File: src/rtl/fch_pkg.sv
package fch_pkg;
    localparam int HALF_W = 32;

    function automatic int ch_width(input int n);
        return (n > 1) ? $clog2(n) : 1;
    endfunction
endpackage

File: src/rtl/fch_word_bank.sv
module fch_word_bank #(
    parameter int NUM_CH = 6,
    parameter int WORD_W = 64,
    parameter int CH_W   = 3
) (
    input  logic                          clk,
    input  logic                          rst_n,
    input  logic                          wr_en,
    input  logic [CH_W-1:0]               wr_ch,
    input  logic                          wr_hi,
    input  logic [fch_pkg::HALF_W-1:0]    wr_data,
    input  logic [CH_W-1:0]               rd_ch,
    output logic [WORD_W-1:0]             rd_data,
    output logic [NUM_CH-1:0]             xfer_set
);
    localparam int LANES = WORD_W / fch_pkg::HALF_W;

    typedef struct packed {
        logic [NUM_CH-1:0][WORD_W-1:0] mem;
    } bank_t;

    bank_t st_d, st_q;
    logic  wr_ok;

    always_comb begin
        st_d     = st_q;
        xfer_set = '0;
        wr_ok    = wr_en && (int'(wr_ch) < NUM_CH);
        if (wr_ok) begin
            if (wr_hi || LANES == 1) begin
                st_d.mem[wr_ch][WORD_W-1 -: fch_pkg::HALF_W] = wr_data;
                xfer_set[wr_ch] = 1'b1;
            end else begin
                st_d.mem[wr_ch][fch_pkg::HALF_W-1:0] = wr_data;
            end
        end
        rd_data = (int'(rd_ch) < NUM_CH) ? st_q.mem[rd_ch] : '0;
    end

    always_ff @(posedge clk) begin
        if (!rst_n) st_q <= '0;
        else        st_q <= st_d;
    end
endmodule

File: src/rtl/fch_irq_ctrl.sv
module fch_irq_ctrl #(
    parameter int NUM_CH   = 6,
    parameter int GRP_SIZE = 4,
    parameter int NUM_GRP  = 2
) (
    input  logic               clk,
    input  logic               rst_n,
    input  logic [NUM_CH-1:0]  set,
    input  logic               clr_en,
    input  logic [NUM_CH-1:0]  clr,
    input  logic [NUM_CH-1:0]  mask,
    output logic [NUM_CH-1:0]  pend,
    output logic [NUM_CH-1:0]  irq_ch,
    output logic [NUM_GRP-1:0] irq_grp
);
    typedef struct packed {
        logic [NUM_CH-1:0] pend;
    } irq_st_t;

    irq_st_t st_d, st_q;

    // set is applied after clear: a same-cycle transfer wins
    always_comb begin
        st_d      = st_q;
        st_d.pend = (st_q.pend & ~(clr_en ? clr : '0)) | set;
    end

    always_ff @(posedge clk) begin
        if (!rst_n) st_q <= '0;
        else        st_q <= st_d;
    end

    assign pend   = st_q.pend;
    assign irq_ch = st_q.pend & mask;

    for (genvar g = 0; g < NUM_GRP; g++) begin : g_grp
        localparam int LO = g * GRP_SIZE;
        localparam int HI = ((LO + GRP_SIZE) > NUM_CH) ? NUM_CH - 1 : LO + GRP_SIZE - 1;
        assign irq_grp[g] = |irq_ch[HI:LO];
    end
endmodule

File: src/rtl/fch_bank_top.sv
module fch_bank_top #(
    parameter int NUM_CH   = 6,
    parameter int WORD_W   = 64,
    parameter int GRP_SIZE = 4,
    parameter int CH_W     = fch_pkg::ch_width(NUM_CH),
    parameter int NUM_GRP  = (NUM_CH + GRP_SIZE - 1) / GRP_SIZE
) (
    input  logic                       clk,
    input  logic                       rst_n,
    input  logic                       snd_wr_en,
    input  logic [CH_W-1:0]            snd_wr_ch,
    input  logic                       snd_wr_hi,
    input  logic [fch_pkg::HALF_W-1:0] snd_wr_data,
    input  logic [CH_W-1:0]            rcv_rd_ch,
    output logic [WORD_W-1:0]          rcv_rd_data,
    input  logic                       rcv_clr_en,
    input  logic [NUM_CH-1:0]          rcv_clr_bits,
    input  logic [NUM_CH-1:0]          rcv_mask,
    output logic [NUM_CH-1:0]          rcv_irq_ch,
    output logic [NUM_GRP-1:0]         rcv_irq_grp
);
    logic [NUM_CH-1:0] xfer_set;
    logic [NUM_CH-1:0] pend;

    fch_word_bank #(.NUM_CH(NUM_CH), .WORD_W(WORD_W), .CH_W(CH_W)) u_bank (
        .clk(clk), .rst_n(rst_n),
        .wr_en(snd_wr_en), .wr_ch(snd_wr_ch), .wr_hi(snd_wr_hi), .wr_data(snd_wr_data),
        .rd_ch(rcv_rd_ch), .rd_data(rcv_rd_data), .xfer_set(xfer_set)
    );

    fch_irq_ctrl #(.NUM_CH(NUM_CH), .GRP_SIZE(GRP_SIZE), .NUM_GRP(NUM_GRP)) u_irq (
        .clk(clk), .rst_n(rst_n), .set(xfer_set),
        .clr_en(rcv_clr_en), .clr(rcv_clr_bits), .mask(rcv_mask),
        .pend(pend), .irq_ch(rcv_irq_ch), .irq_grp(rcv_irq_grp)
    );
endmodule

File: config.mk
export PLATFORM = sky130hd
export DESIGN_NAME = fch_bank_top
export DESIGN_NICKNAME = d
export VERILOG_FILES = /design/src/rtl/fch_pkg.sv /design/src/rtl/fch_word_bank.sv /design/src/rtl/fch_irq_ctrl.sv /design/src/rtl/fch_bank_top.sv
export SDC_FILE = /design/constraint.sdc
export NUM_CORES = 1
export LEC_CHECK = 0
export ABC_AREA = 1
export BUFFER_PORTS_ARGS = -buffer_cell sky130_fd_sc_hd__buf_2
export CORE_ASPECT_RATIO = 0.6
export CORE_MARGIN = 2
export CORE_UTILIZATION = 60
export CTS_CLUSTER_SIZE = 10
export DETAILED_ROUTE_END_ITERATION = 7
export GPL_ROUTABILITY_DRIVEN = 0
export GPL_TIMING_DRIVEN = 1
export PLACE_DENSITY = 0.76
export SLEW_MARGIN = 20
export SYNTH_ARGS = -nofsm -noshare
export SYNTH_HDL_FRONTEND = slang
export SYNTH_SLANG_ARGS = --single-unit
File: constraint.sdc
create_clock -name clk -period 1.7 [get_ports clk]
set_input_delay 0.17 -clock clk [delete_from_list [all_inputs] [get_ports clk]]
set_output_delay 0.17 -clock clk [all_outputs]
set_load 0.005 [all_outputs]
==> impl_metrics.toml, run 1 <==
[route]
drc_errors = 0
drtPass1Iterations = 5
route.vias.total = 18648
wirelength_um = 51900
ant_nets = 0
detail_route.wl_per_cell_um = 14.3
drt-initial-drc-count = 1588
viasPerCell = 5.13

[layout]
finalNonFillerCells = 3635
area_delta_synth_final_pct = 11.7
layout-drive-gt1-share_pct = 11.1
antennaDiodeCount = 0
fin_nets = 3265
fin_util_pct = 67.6

[worst_setup_path]
crit_path_start_kind = "flop"
cp_num_buf_inv = 1
slowest_stage = "dfxtp_1"
arrival_ns = 1.51
cp_cell_sequence = "or2_2 > o211ai_1 > o21ai_1 > buf_2"
crit_family = "flip-flops"
crit_path_end_kind = "primary output"
required_ns = 1.53
cp_max_fo = 2
critPathKind = "reg2out"
cp_slowest_stage_delay_ns = 0.30

[timing]
setup_violations = 0
period_share_pct = 98.7
setup-tns-final_ns = 0
fmaxAchievable_mhz = 596
finalHoldViolations = 0
postLayoutSetupSlackWorst_ns = 0.0217
finalCriticalPeriod_ns = 1.68
rsz0062_at_grt = "yes"
slew_viol_final = 0
worst_pin_slew_ns = 0.707
max_slew_margin_pct = 52.8
fin_worst_skew_ns = 0

[clock_tree]
path_clk_slew_ns = 0.06
clk_path_buf_depth = 3
worst_skew_pair.late_latency_ns = 0.54
ctsRootBufferMaster = "clkbuf_16"
cts_made_buffers = 44
cts_sinks = 390
cts_tree = "built"
htreeDepth = 2

[die]
core_um2 = 32200
dieHeight_um = 144
io_pins = 127
die_w_um = 237
dieArea_um2 = 34000
initial_utilization_pct = 60.5
placementRows = 51

[logic_synthesis]
yosysWarnings = 0
synthFlopType = "dfxtp_1"
synthCells = 3210
synth_nets = 3265
synth.most_common_cell = "nand2_1"
synthTopCellsByArea = "dfxtp_1, nand2_1, nor2_1"
syn_area_um2 = 19500
synth_edf_count = 0
yosysUniqueCellTypes = 18
yosysTopAreaCell = "dfxtp_1"
ys_ff_latch = 390
syn_avg_cell_area_um2 = 6.07
yosysSeqAreaShare_pct = 40.1
synth_top_area_share_pct = 40.1
synth_commonest_cells = "nand2_1, nor2_1, dfxtp_1"
async_flop_share_pct = 0

[grt]
antenna_found_initial = 0
grt_first_pass_wirelength_um = 84700
gr-total-overflow = 0
grt_usage_pct = 30.6
grt_pass1_vias = 16834
grt_max_degree = 77

[place]
dp_hpwl_um = 31400
io_buffers = 126
dpl_worst_slack_ns = 0.162
dp.cells = 3583

[power]
peakVddDrop_mv = 0.750
powerDensity_nw_per_um2 = 913
p_leak_nw = 9.89

[outcome]
status = "finished clean"

[min_path]
hold_path_class = "in2reg"

[run]
maxCapViolCount = 0
-- layer usage --
layer  vias to the layer above  share of wire, %  track usage [%]
met2                       660                44             49.8
met4                         0               2.1             8.69
met3                        80               7.5             4.38
met5                         -                 0                0
met1                      8433                46             42.6
li1                       9475                 -                -
-- registers in the layout, summed over array words and instances (netlist names) --
register     count
u_bank.st_q    384
u_irq.pend       6
-- cell type report --
class | instances | area (um2)
inverters | 302 | 1140
well taps | 424 | 531
flip-flops and latches | 390 | 7840
repair buffers | 184 | 1580
clock buffers | 45 | 1130
multi-input cells | 2288 | 9540
clock inverters | 2 | 17.5
fillers | 2817 | 10400
-- logic make-up after synthesis --
group                  after synthesis  share of synthesized area, %
and+or+nand+nor                   2154                          43.8
buffers and inverters              532                          11.8
DFF                                390                          40.1
AOI/OAI and AO/OA                  134                          4.34
-- final timing paths --
check	from	end	slack, ns	cells after the start
max	u_bank.st_q[317]	rcv_rd_data[61]	0.02	4
min	rcv_clr_en	u_irq.pend[5]	0.05	4
min reg2reg	u_bank.st_q[298]	u_bank.st_q[298]	0.47	2
max reg2reg	u_irq.pend[1]	u_irq.pend[1]	0.92	3
-- worst min-delay path, delay by kind of cell --
kind / cells / cell delay, ns
compound gates: 1 / 0.10
simple gates: 2 / 0.13
buf+inv: 1 / 0.15
-- stage by stage --
stage / cell area, um2 / power (W) / hold slack, ns
after floorplan: 19500 / 0.0110 / 0.394
after global placement: 20400 / 0.0117 / 0.454
after detailed placement: 20400 / 0.0117 / 0.464
after CTS: 21600 / 0.0199 / 0.0153
after global routing: 21800 / 0.0206 / 0.0583
final: 21800 / 0.0199 / 0.0469
-- cell usage in the layout, fill, tap and decap left out, types with 3 or more instances in the layout --
| cell type | count |
|---|---|
| a21boi_0 | 6 |
| buf_12 | 38 |
| buf_2 | 124 |
| buf_4 | 13 |
| clkbuf_16 | 45 |
| dfxtp_1 | 363 |
| dfxtp_2 | 27 |
| dlygate4sd3_1 | 7 |
| inv_1 | 299 |
| inv_6 | 3 |
| nand2_1 | 1158 |
| nand2_2 | 4 |
| nand3_1 | 124 |
| nand3_2 | 9 |
| nor2_1 | 781 |
| nor2_4 | 6 |
| nor2_8 | 6 |
| o211ai_1 | 64 |
| o21ai_0 | 21 |
| o21ai_1 | 29 |
| o21ai_2 | 14 |
| or2_2 | 56 |
| or2_4 | 8 |
-- timing repair --
action | 4_1_cts | 5_1_grt
pin swaps | 2 | 10
endpoints found under the hold margin | 32 | 0
setup buffers | 0 | 0
hold buffers | 7 | 0
cloned | 0 | 0
setup endpoints to repair | 14 | 43
gates resized for setup | 20 | 84
-- where the power goes --
group / internal [W] / leakage, nW / switching [W]
combinational: 0.000795 / 6.16 / 0.00145
sequential: 0.00931 / 3.17 / 0.0000819
clock: 0.00465 / 0.564 / 0.00359
total: 0.0148 / 9.89 / 0.00512
No activity file was read; power rests on OpenSTA's default activity.
==> inputs of run 2 (changes only) <==
--- a/config.mk
+++ b/config.mk
@@ -7,14 +7,16 @@
 export LEC_CHECK = 0
 export ABC_AREA = 1
 export BUFFER_PORTS_ARGS = -buffer_cell sky130_fd_sc_hd__buf_2
+export CELL_PAD_IN_SITES_DETAIL_PLACEMENT = 1
+export CELL_PAD_IN_SITES_GLOBAL_PLACEMENT = 1
 export CORE_ASPECT_RATIO = 0.6
 export CORE_MARGIN = 2
-export CORE_UTILIZATION = 60
+export CORE_UTILIZATION = 46
 export CTS_CLUSTER_SIZE = 10
 export DETAILED_ROUTE_END_ITERATION = 7
 export GPL_ROUTABILITY_DRIVEN = 0
 export GPL_TIMING_DRIVEN = 1
-export PLACE_DENSITY = 0.76
+export PLACE_DENSITY = 0.82
 export SLEW_MARGIN = 20
 export SYNTH_ARGS = -nofsm -noshare
 export SYNTH_HDL_FRONTEND = slang
==> run 2 against run 1 <==
  * Global-route usage is 1.2 points lower
  * Sequential share of layout area is 0.60 points lower
  * Critical path depth did not move
  * Sequential power is essentially flat
  * Clock-buffer cell count increased by 4
  * Largest cell class unchanged
==> impl_metrics.toml, run 2 (synthesis gave the netlist of run 1 again) <==
[worst_setup_path]
arrival_ns = 1.50
cp_max_fo = 2
required_ns = 1.53
crit_path_start_kind = "flop"
critPathKind = "reg2out"
crit_path_end_kind = "primary output"

[route]
wirelength_um = 65800
route.vias.total = 19508
detail_route.wl_per_cell_um = 17.3
ant_nets = 0
drtPass1Iterations = 4
viasPerCell = 5.14
drt-initial-drc-count = 1105
drc_errors = 0

[layout]
fillerInstances = 5739
largest_reg_flops = 384
antennaDiodeCount = 0
layout_commonest_cell = "nand2_1"
regMostFlops = "u_bank.st_q"
area_delta_synth_final_pct = 14.5
mostFrequentLayoutCells = "nand2_1, nor2_1, dfxtp_1"
fin_nets = 3280
layout-drive-gt1-share_pct = 13.6

[grt]
grt_usage_pct = 29.4
grt_max_degree = 67
antenna_found_initial = 0
grt_first_pass_wirelength_um = 105000
grt_pass1_vias = 20316
gr-total-overflow = 0

[timing]
rsz0062_at_grt = "yes"
max_slew_margin_pct = 53.1
setup-tns-final_ns = 0
finalCriticalPeriod_ns = 1.67
slew_viol_final = 0
postLayoutSetupSlackWorst_ns = 0.0271
fin_worst_skew_ns = 0
worst_pin_slew_ns = 0.702
finalHoldViolations = 0
period_share_pct = 98.4
setup_violations = 0
fmaxAchievable_mhz = 598

[die]
placementRows = 58
initial_utilization_pct = 46.5
core_um2 = 41900
die_w_um = 270
dieHeight_um = 163
io_pins = 127
dieArea_um2 = 44100

[place]
dp_hpwl_um = 41200
io_buffers = 126
dpl_worst_slack_ns = 0.0437

[run]
maxCapViolCount = 0

[clock_tree]
cts_made_buffers = 45
worst_skew_pair.late_latency_ns = 0.54
clk_path_buf_depth = 3
path_clk_slew_ns = 0.06
cts_tree = "built"
htreeDepth = 2
ctsRootBufferMaster = "clkbuf_16"
cts_sinks = 390

[min_path]
hold_path_class = "in2reg"

[power]
peakVddDrop_mv = 0.636
powerDensity_nw_per_um2 = 910
p_leak_nw = 10.0

[outcome]
status = "finished clean"
[run 2: cell types whose count changed in the layout (fill, tap and decap cells not counted), moves of 8 or more]
| cell | change |
|---|---|
| dfxtp_1 | -47 |
| dfxtp_2 | +47 |
| or2_2 | -15 |
| or2_4 | +15 |
| o21ai_2 | +13 |
| buf_4 | +8 |
[run 2: through the flow]
stage                     area (um2)  total power [W]  cells  hold WS, ns  util, %
final                          22300           0.0203   3798       0.0492     53.3
after global routing           22300           0.0211   3798       0.0496     53.3
after CTS                      22000           0.0203   3799       0.0338     52.6
after detailed placement       20800           0.0119   3744        0.465     49.7
after global placement         20800           0.0118   3744        0.456     49.7
after floorplan                19500           0.0110   3210        0.394        -
[run 2: final timing paths]
| kind | slack [ns] | from | to | cells after the start |
|---|---|---|---|---|
| setup reg to reg | 0.93 | u_irq.pend[5] | u_irq.pend[5] | 3 |
| setup / recovery | 0.03 | u_bank.st_q[257] | rcv_rd_data[1] | 4 |
| hold / removal | 0.05 | rst_n | u_bank.st_q[292] | 3 |
| hold reg to reg | 0.47 | u_bank.st_q[254] | u_bank.st_q[254] | 2 |
[run 2: what timing repair did]
action / CTS / global route
resized for setup: 22 / 171
setup endpoints to repair: 23 / 57
pin swaps: 3 / 33
hold buffers: 6 / 0
endpoints found under the hold margin: 6 / 0
setup buffers: 1 / 0
[run 2: final cells by class]
cell class                      count  area (um2)  area share (%)
Inverter                          302        1140            5.13
Timing Repair Buffer              198        1770            7.91
Tap cell                          570         713            3.20
Sequential cell                   390        7900            35.4
Clock buffer                       49        1140            5.11
Multi-Input combinational cell   2288        9640            43.2
Clock inverter                      1        8.76          0.0393
[run 2: report_power, final]
| part | switching (W) | internal [W] |
|---|---|---|
| registers | 0.0000903 | 0.00932 |
| clock network | 0.00379 | 0.00468 |
| logic | 0.00159 | 0.000845 |
| total | 0.00547 | 0.0148 |
[run 2: worst max-delay path: stages (launching register included)]
cell and delay [ns]:
dfxtp_1 0.30, or2_2 0.29, o211ai_1 0.10, o21ai_2 0.12
buf_2 0.15
[run 2: layer usage]
layer / GRT usage, % / share of wire (%) / vias to the layer above
li1: - / - / 9524
met1: 37.4 / 46 / 9509
met2: 52.0 / 48 / 367
met3: 4.31 / 4.3 / 108
met4: 8.46 / 2.4 / 0
met5: 0 / 0 / -
==> inputs of run 3 (changes only) <==
--- a/config.mk
+++ b/config.mk
@@ -16,7 +16,7 @@
 export DETAILED_ROUTE_END_ITERATION = 7
 export GPL_ROUTABILITY_DRIVEN = 0
 export GPL_TIMING_DRIVEN = 1
-export PLACE_DENSITY = 0.82
+export PLACE_DENSITY = 0.93
 export SLEW_MARGIN = 20
 export SYNTH_ARGS = -nofsm -noshare
 export SYNTH_HDL_FRONTEND = slang
==> run 3 against run 2 <==
  * The run now ends with setup timing left
  * Sequential share of layout area is 0.18 points lower
  * Clock power grew 2%
  * Combinational power increased by 9.9%
  * Via count up 9.9%
  * Sequential power is essentially flat
  * Critical endpoint is now rcv_rd_data[39]
  * Largest power group unchanged
  * Highest routed layer is now met5
==> impl_metrics.toml, run 3 (synthesis gave the netlist of run 1 again) <==
[worst_setup_path]
r2r-start = "u_irq.pend[4]"
crit_family = "simple AND/OR/NAND/NOR gates"
r2r_cells = 3
r2r_end = "u_irq.pend[4]"
arrival_ns = 1.64
slowest_stage = "dfxtp_1"
critPathKind = "reg2out"
cp_num_buf_inv = 2
crit_top_cell = "nand2_1"
cp_max_fo = 2
crit_path_end_kind = "primary output"
ff2ff_setup_slack_ns = 0.68
required_ns = 1.53
cp_cell_sequence = "inv_1 > nand2_1 > nand3_1 > nand2_1 > nand2_1 > o21ai_1 > buf_2"
crit_path_start_kind = "flop"
cp_slowest_stage_delay_ns = 0.36

[timing]
postLayoutSetupSlackWorst_ns = -0.106
slew_viol_final = 0
finalCriticalPeriod_ns = 1.81
setup-tns-final_ns = -1.03
fmaxAchievable_mhz = 554
max_slew_margin_pct = 51.1
setup_violations = 25
whs_ns = 0.0541
period_share_pct = 106
worst_pin_slew_ns = 0.732
fin_worst_skew_ns = 0
finalHoldViolations = 0
rsz0062_at_grt = "yes"

[die]
die_w_um = 270
initial_utilization_pct = 46.5
dieArea_um2 = 44100
io_pins = 127
placementRows = 58
dieHeight_um = 163
core_um2 = 41900

[layout]
layout-drive-gt1-share_pct = 17.4
largest_reg_flops = 384
mostFrequentLayoutCells = "nand2_1, nor2_1, inv_1"
area_delta_synth_final_pct = 16.1
fin_nets = 3293
design_area_um2 = 22600
layout_commonest_cell = "nand2_1"
regMostFlops = "u_bank.st_q"

[route]
ant_nets = 0
drt-initial-drc-count = 2021
route.vias.total = 21430
detail_route.wl_per_cell_um = 20.9
wl_met1_um = 31700
met2_length_um = 37500
wirelength_um = 79700
highest_layer = "met5"
drtPass1Iterations = 5
viasPerCell = 5.62
met3_length_um = 5880
drc_errors = 0

[power]
peakVddDrop_mv = 0.654
p_leak_nw = 10.1
power_w = 0.0207
powerDensity_nw_per_um2 = 914

[grt]
gr-total-overflow = 0
grt_usage_pct = 31.1
grt_pass1_vias = 21847
grt_first_pass_wirelength_um = 110000
antenna_found_initial = 2
grt_max_degree = 72

[outcome]
violations = "setup timing"
status = "complete, but fails checks"

[place]
io_buffers = 126
dp_hpwl_um = 42300
dpl_cell_area_um2 = 20800

[min_path]
hold_path.startpoint = "rcv_clr_bits[2]"
hold_path_class = "in2reg"
whs_endpoint = "u_irq.pend[2]"
hold_depth = 4

[clock_tree]
clk_path_buf_depth = 3
path_clk_slew_ns = 0.06
ctsRootBufferMaster = "clkbuf_16"
cts_sinks = 390
cts_tree = "built"
worst_skew_pair.late_latency_ns = 0.56
cts_made_buffers = 45
htreeDepth = 2

[run]
maxCapViolCount = 0
## run 3: cell count changes in the layout (fill, tap and decap cells not counted), sizes merged
cell,before,now
buf,192,207
clkbuf,49,47
dlygate4sd3,6,4
clkinv,1,0
diode,0,1
inv,302,303
## run 3: worst max-delay path by stage
stage                          start                to  cells past startpoint  slack (ns)
floorplan               rcv_rd_ch[1]   rcv_rd_data[43]                      5        0.45
global placement        rcv_rd_ch[0]   rcv_rd_data[17]                      7        0.14
detailed placement      snd_wr_ch[0]  u_bank.st_q[164]                      8         0.1
CTS                 u_bank.st_q[274]   rcv_rd_data[18]                      4       -0.05
global route        u_bank.st_q[249]   rcv_rd_data[57]                      7       -0.13
finish              u_bank.st_q[103]   rcv_rd_data[39]                      7       -0.11
## run 3: worst reg2reg max path, delay by kind of cell (launching register included)
kind	cells	cell delay, ns
AOI/OAI and AO/OA	1	0.27
and+or+nand+nor	2	0.29
DFF	1	0.37
## run 3: metal layers
layer	vias to the layer above	global-route usage [%]
li1	9545	-
met1	10374	37.5
met2	1108	54.8
met3	401	4.54
met4	2	15.0
met5	-	0
## run 3: power by group
| group | switching [W] | leakage, nW | internal [W] | total (W) |
|---|---|---|---|---|
| clock network | 0.00392 | 0.561 | 0.00467 | 0.00859 |
| registers | 0.000109 | 3.22 | 0.00932 | 0.00943 |
| logic | 0.00179 | 6.37 | 0.000879 | 0.00267 |
## run 3: timing repair
| action | 4_1_cts | 5_1_grt |
|---|---|---|
| setup buffers | 1 | 6 |
| hold buffers | 4 | 0 |
| pin swaps | 12 | 54 |
| endpoints found under the setup margin | 38 | 60 |
| resized for setup | 76 | 242 |
| endpoints found under the hold margin | 4 | 0 |
## run 3: metrics by stage
stage | cells | setup WS [ns] | utilization (%)
CTS | 3803 | -0.0503 | 52.8
finish | 3810 | -0.106 | 54.1
global route | 3810 | -0.134 | 54.1
global placement | 3755 | 0.140 | 49.8
detailed placement | 3755 | 0.0954 | 49.8
floorplan | 3210 | 0.450 | -
## run 3: cell type report
cell class / instances / area, um2
Clock inverter: 1 / 8.76
Tap cell: 570 / 713
Inverter: 302 / 1140
Clock buffer: 47 / 1130
Sequential cell: 390 / 7970
Timing Repair Buffer: 211 / 1820
Fill cell: 5648 / 19200
Antenna cell: 1 / 2.50
Multi-Input combinational cell: 2288 / 9840
